`src/rtl/prbs9_pkg.sv`:
```
package prbs9_pkg;

    localparam int unsigned PRBS_LEN   = 9;
    localparam int unsigned PRBS_TAP_A = 8;
    localparam int unsigned PRBS_TAP_B = 4;

    typedef enum logic [0:0] {
        ST_SEARCH = 1'b0,
        ST_LOCKED = 1'b1
    } chk_state_e;

endpackage

```
`src/rtl/prbs9_sync_fsm.sv`:
```
module prbs9_sync_fsm
    import prbs9_pkg::*;
#(
    parameter int unsigned LOCK_RUN = 18
) (
    input  logic clk_i,
    input  logic rst_i,
    input  logic step_i,
    input  logic mis_i,
    input  logic fail_i,
    output logic locked_o,
    output logic lock_evt_o
);

    localparam int unsigned RUN_W = $clog2(LOCK_RUN + 1);

    chk_state_e       state_q, state_d;
    logic [RUN_W-1:0] run_q;

    always_comb begin
        state_d    = state_q;
        lock_evt_o = 1'b0;
        unique case (state_q)
            ST_SEARCH: begin
                if (step_i && !mis_i && run_q == RUN_W'(LOCK_RUN - 1)) begin
                    state_d    = ST_LOCKED;
                    lock_evt_o = 1'b1;
                end
            end
            ST_LOCKED: begin
                if (fail_i) begin
                    state_d = ST_SEARCH;
                end
            end
            default: state_d = ST_SEARCH;
        endcase
    end

    always_ff @(posedge clk_i) begin
        if (rst_i) begin
            state_q <= ST_SEARCH;
        end else begin
            state_q <= state_d;
        end
    end

    always_ff @(posedge clk_i) begin
        if (rst_i) begin
            run_q <= '0;
        end else if (state_q == ST_LOCKED) begin
            run_q <= '0;
        end else if (step_i) begin
            run_q <= (mis_i || lock_evt_o) ? '0 : run_q + 1'b1;
        end
    end

    assign locked_o = (state_q == ST_LOCKED);

    AST_LOCK_ON_GOOD_BIT: assert property (@(posedge clk_i) disable iff (rst_i)
        $rose(locked_o) |-> $past(step_i && !mis_i));

    AST_UNLOCK_ON_ERROR: assert property (@(posedge clk_i) disable iff (rst_i)
        $fell(locked_o) |-> $past(step_i && mis_i));

    AST_RUN_BELOW_LIMIT: assert property (@(posedge clk_i) disable iff (rst_i)
        (run_q < RUN_W'(LOCK_RUN)));

endmodule

```
`config.mk`:
```
export PLATFORM = sky130hd
export DESIGN_NAME = prbs9_sync_fsm
export DESIGN_NICKNAME = d
export VERILOG_FILES = /design/src/rtl/prbs9_pkg.sv /design/src/rtl/prbs9_sync_fsm.sv
export SDC_FILE = /design/constraint.sdc
export NUM_CORES = 1
export LEC_CHECK = 0
export ABC_AREA = 1
export ABC_CLOCK_PERIOD_IN_PS = 1100
export BUFFER_PORTS_ARGS = -buffer_cell sky130_fd_sc_hd__buf_2
export CAP_MARGIN = 20
export CORE_AREA = 2 2 39 41
export CTS_BUF_LIST = sky130_fd_sc_hd__clkbuf_16
export DETAILED_ROUTE_END_ITERATION = 16
export DIE_AREA = 0 0 41 43
export GPL_TIMING_DRIVEN = 0
export PLACE_DENSITY = 0.43
export RECOVER_POWER = 50
export SKIP_CTS_REPAIR_TIMING = 1
export SLEW_MARGIN = 5
export SYNTH_ARGS = -nofsm -noshare
export SYNTH_HDL_FRONTEND = slang
export SYNTH_SLANG_ARGS = --single-unit
```
`constraint.sdc`:
```
create_clock -name clk_i -period 1.1 [get_ports clk_i]
set_clock_uncertainty 0.05 [all_clocks]
set_input_delay 0.11 -clock clk_i [delete_from_list [all_inputs] [get_ports clk_i]]
set_output_delay 0.11 -clock clk_i [all_outputs]
set_load 0.03 [all_outputs]
```
Word level (Yosys, flattened, before mapping)
Index checks and enable logic that the tools add are counted.

Flip-flop bits (word level): 6. Word-level logic and storage cells: 15. Output and inout bits: 2.

Reductions and logical operators: 5. Equal/unequal tests: 1. Bitwise logic cells: 1. Muxes and demuxes: 5. $add $sub $neg: 1.

Operators with widths (count): adder 5 x 1 -> 5 bit (second input constant) (1); == test 5 bit (second input constant) (1); 2-to-1 mux 5 bit (1); 2-to-1 mux 1 bit (3); logical AND 1 bit (2); case mux 1 bit (2 select lines) (1); OR reduction 2 bit (1); logical NOT 1 bit (1); logical OR 1 bit (1); inverter 1 bit (1).

Depth between registers and ports, before layout
Word-level depth: 7. Depth in mapped cells: 9.

Worst setup path before layout
OpenSTA, ideal clock, no wires.

Path type: register to register. Start: register run_q[0]. End: register run_q[0]. Arrival time: 960 ps. Setup time: 117 ps. Slack: -27 ps. Cell stages (with the launch flop): 9. Clock period less this slack: 1127 ps. Required time: 933 ps. Cells stage by stage: dfxtp_1 > ha_1 > nand2_1 > nor2_1 > nand2_2 > nand2_2 > nand2_2 > nand2_4 > nor2_2.

Cells in the longest elaborated chain, start to end: 6. Elaborated cells on any way between the ends: 7. Those cells by class: add/sub (1); eq/ne (1); mux (3); reduce/logical (2).

RTL lines: start, declared (line prbs9_sync_fsm.sv:18) `logic [RUN_W-1:0] run_q;`; start signal, assigned (line prbs9_sync_fsm.sv:53) `run_q <= (mis_i || lock_evt_o) ? '0 : run_q + 1'b1;`; == test 5 bit (line prbs9_sync_fsm.sv:25) `if (step_i && !mis_i && run_q == RUN_W'(LOCK_RUN - 1)) begin`; logical AND 1 bit (line prbs9_sync_fsm.sv:25); 2-to-1 mux 1 bit (line prbs9_sync_fsm.sv:25); 2-to-1 mux 1 bit (line prbs9_sync_fsm.sv:23) `unique case (state_q)`; logical OR 1 bit (line prbs9_sync_fsm.sv:53); 2-to-1 mux 5 bit * (line prbs9_sync_fsm.sv:53).

Mark *: on every way between the ends. The rest lies on a longest branch, timed or not. A chain may end at the register's enable or synchronous reset.

Worst setup path in the final report
Start: register run_q[1]. End: output lock_evt_o.

Cells in the longest elaborated chain, start to end: 4.

RTL lines: == test 5 bit (line prbs9_sync_fsm.sv:25); logical AND 1 bit (line prbs9_sync_fsm.sv:25); 2-to-1 mux 1 bit (line prbs9_sync_fsm.sv:25); 2-to-1 mux 1 bit (line prbs9_sync_fsm.sv:23); end, declared (line prbs9_sync_fsm.sv:12) `output logic lock_evt_o`.

No other way between the ends.

==> results.cfg <==
[outcome]
violations = negative hold slack, negative setup slack
outcome = finished with violations

[clocking]
cts_sinks = 6
cts_tree = built
htree_levels = 1
path_clk_slew_ns = 0.04
root_buffer = clkbuf_16
clk-insertion-delay-late_ns = 0.23
cts_made_buffers = 3
cts_buffer_depth = 2

[timing]
hold_viol = 1
post-route-period-util_pct = 117
fin_crit_ns = 1.28
holdWs_ns = -0.000626
tightest_slew_ns = 0.216
drv_slew = 0
setup_tns_ns = -0.898
fmax_mhz = 780
setup-violations-final = 6
rsz0062_at_grt = true
worst_slack_ns = -0.182
max_slew_margin_pct = 85.6

[global_route]
grt_max_degree = 7
grt_overflow = 0
grt_pass1_vias = 264
grt_pass1_wl_um = 1090
antenna_found_initial = 0
grt_usage_pct = 10.4

[place]
placedInstanceArea_um2 = 419
place_hpwl_um = 429
gp_congestion = 0.696
place_ws_ns = -0.0747
io_buffers = 5

[worst_setup_path]
path_max_fanout = 3
r2r_slack_ns = -0.15
cp.required_ns = 0.94
setup.worst_path.end_class = output port
reg2reg_depth = 10
crit_type = register to output port
cp_data_arrival_time_ns = 1.12
cp-start-kind = register
r2r_start = run_q[1]
rr_endpoint = run_q[3]

[floorplanning]
start_util_pct = 25.8
io_pins = 7
dieArea_mm2 = 0.00176
core_area_mm2 = 0.00138
rows = 14
die_w_um = 41
die_h_um = 43

[finish]
nets = 64
diodes = 0
area_growth_pct = 44.2
layout-drive-gt1-share_pct = 48.2
fin_area_um2 = 514

[drt]
totalWireLength_um = 639
drtIter0Drc = 2
via_per_inst = 4.06
drcViolationCount = 0
wl_per_cell_um = 8.88
vias = 292
dr.pass1.iters = 4
ant_nets = 0

[logic_synthesis]
synth-adder-area-share_pct = 7.02
synth_top_family_by_area = simple AND/OR/NAND/NOR gates
syn-cell-area_um2 = 357
synth_simple_gate_area_share_pct = 34.0
synth_cell_type_count = 16
synth_compound_area_share_pct = 1.40
ys_seq_area_share_pct = 33.7
muxShareOfSynthArea_pct = 2.81
synth_cells = 46
synth_xor_area_share_pct = 7.37
ys_seq_elements = 6
synth_warnings = 0
post_synth.cell_area_avg_um2 = 7.75
synth_fp_nets = 53

[pwr]
p_leak_nw = 0.241
power.total_mw = 0.893
peakVddDrop_v = 0.000767
cellPowerDensity_mw_per_mm2 = 1740

[job]
max-cap-violations = 0

[hold_path]
min_path_type = input pin to register
holdPathStages = 2
hold_start = rst_i
holdPathEnd = locked_o
==> worst max-delay path by stage <==
stage,start,end,slack (ns)
after floorplan,run_q[1],run_q[0],0.007
after global placement,run_q[1],run_q[0],-0.08
after detailed placement,run_q[1],run_q[3],-0.07
after CTS,run_q[1],lock_evt_o,-0.28
after global routing,run_q[1],lock_evt_o,-0.27
final,run_q[1],lock_evt_o,-0.18
==> cell usage in the layout (no fill, tap or decap) <==
cell type and n:
dfxtp_1 4, nand2_1 6, dfxtp_2 1, mux2i_1 1, inv_2 2, nand4_1 2
ha_1 1, buf_6 2, inv_1 9, nand2_2 4, xor2_1 2, a21oi_1 1
ha_4 1, nand3_1 1, xnor2_1 1, clkbuf_16 3, buf_2 4, nor2_1 1
buf_4 1, nor2_2 7, nand2_4 1, dfxtp_4 1
==> stage by stage <==
step	utilization (%)	instances
CTS	36.0	71
finish	37.2	72
floorplan	-	46
detailed placement	30.3	67
global placement	30.3	67
global route	37.2	72
==> where the power goes <==
group	internal, mW	leakage [nW]	switching (mW)
clock network	0.472	0.0423	0.135
logic	0.0254	0.149	0.0285
registers	0.224	0.0497	0.00739
==> flip-flops by register name, summed over array words and instances (netlist names) <==
register and cells:
locked_o 1, run_q 5
==> final cells by class <==
class                      instances  area [um2]
multi-input combinational         29         203
clock inverter                     1        3.75
sequential                         6         125
clock buffer                       3        75.1
inverter                          10        37.5
timing repair buffer               6        38.8
tap                               16        20.0
buffer                             1        11.3
fill                             140         870
==> cell families after synthesis <==
logic type                 Yosys count
and+or+nand+nor                     22
buffers and inverters               11
DFF                                  6
xor gates and xnor gates             3
adders and majority gates            2
AOI/OAI and AO/OA                    1
muxes                                1
==> metal layers <==
layer | vias to the layer above | wire length, um | GRT usage, %
li1 | 155 | - | -
met2 | 8 | 283 | 13.1
met1 | 127 | 282 | 11.0
met3 | 2 | 53 | 6.28
met4 | 0 | 19 | 10.0
met5 | - | 0 | 0
==> critical path: stages (launching register included) <==
cell and delay [ns]:
dfxtp_2 0.32, inv_2 0.07, ha_4 0.11, nand2_1 0.05, nor2_2 0.08, nand2_2 0.06, inv_1 0.06, buf_6 0.12
==> synthesized netlist by cell type, drive strengths merged <==
cell / instances / area [um2]
nand3: 1 / 5.00
xor2: 2 / 17.5
a21oi: 1 / 5.00
dfxtp: 6 / 120
xnor2: 1 / 8.76
mux2i: 1 / 10.0
nand2: 11 / 58.8
nor2: 8 / 45.1
inv: 10 / 37.5
buf: 1 / 11.3
nand4: 2 / 12.5
ha: 2 / 25.0
(Power assumes the default switching activity.)
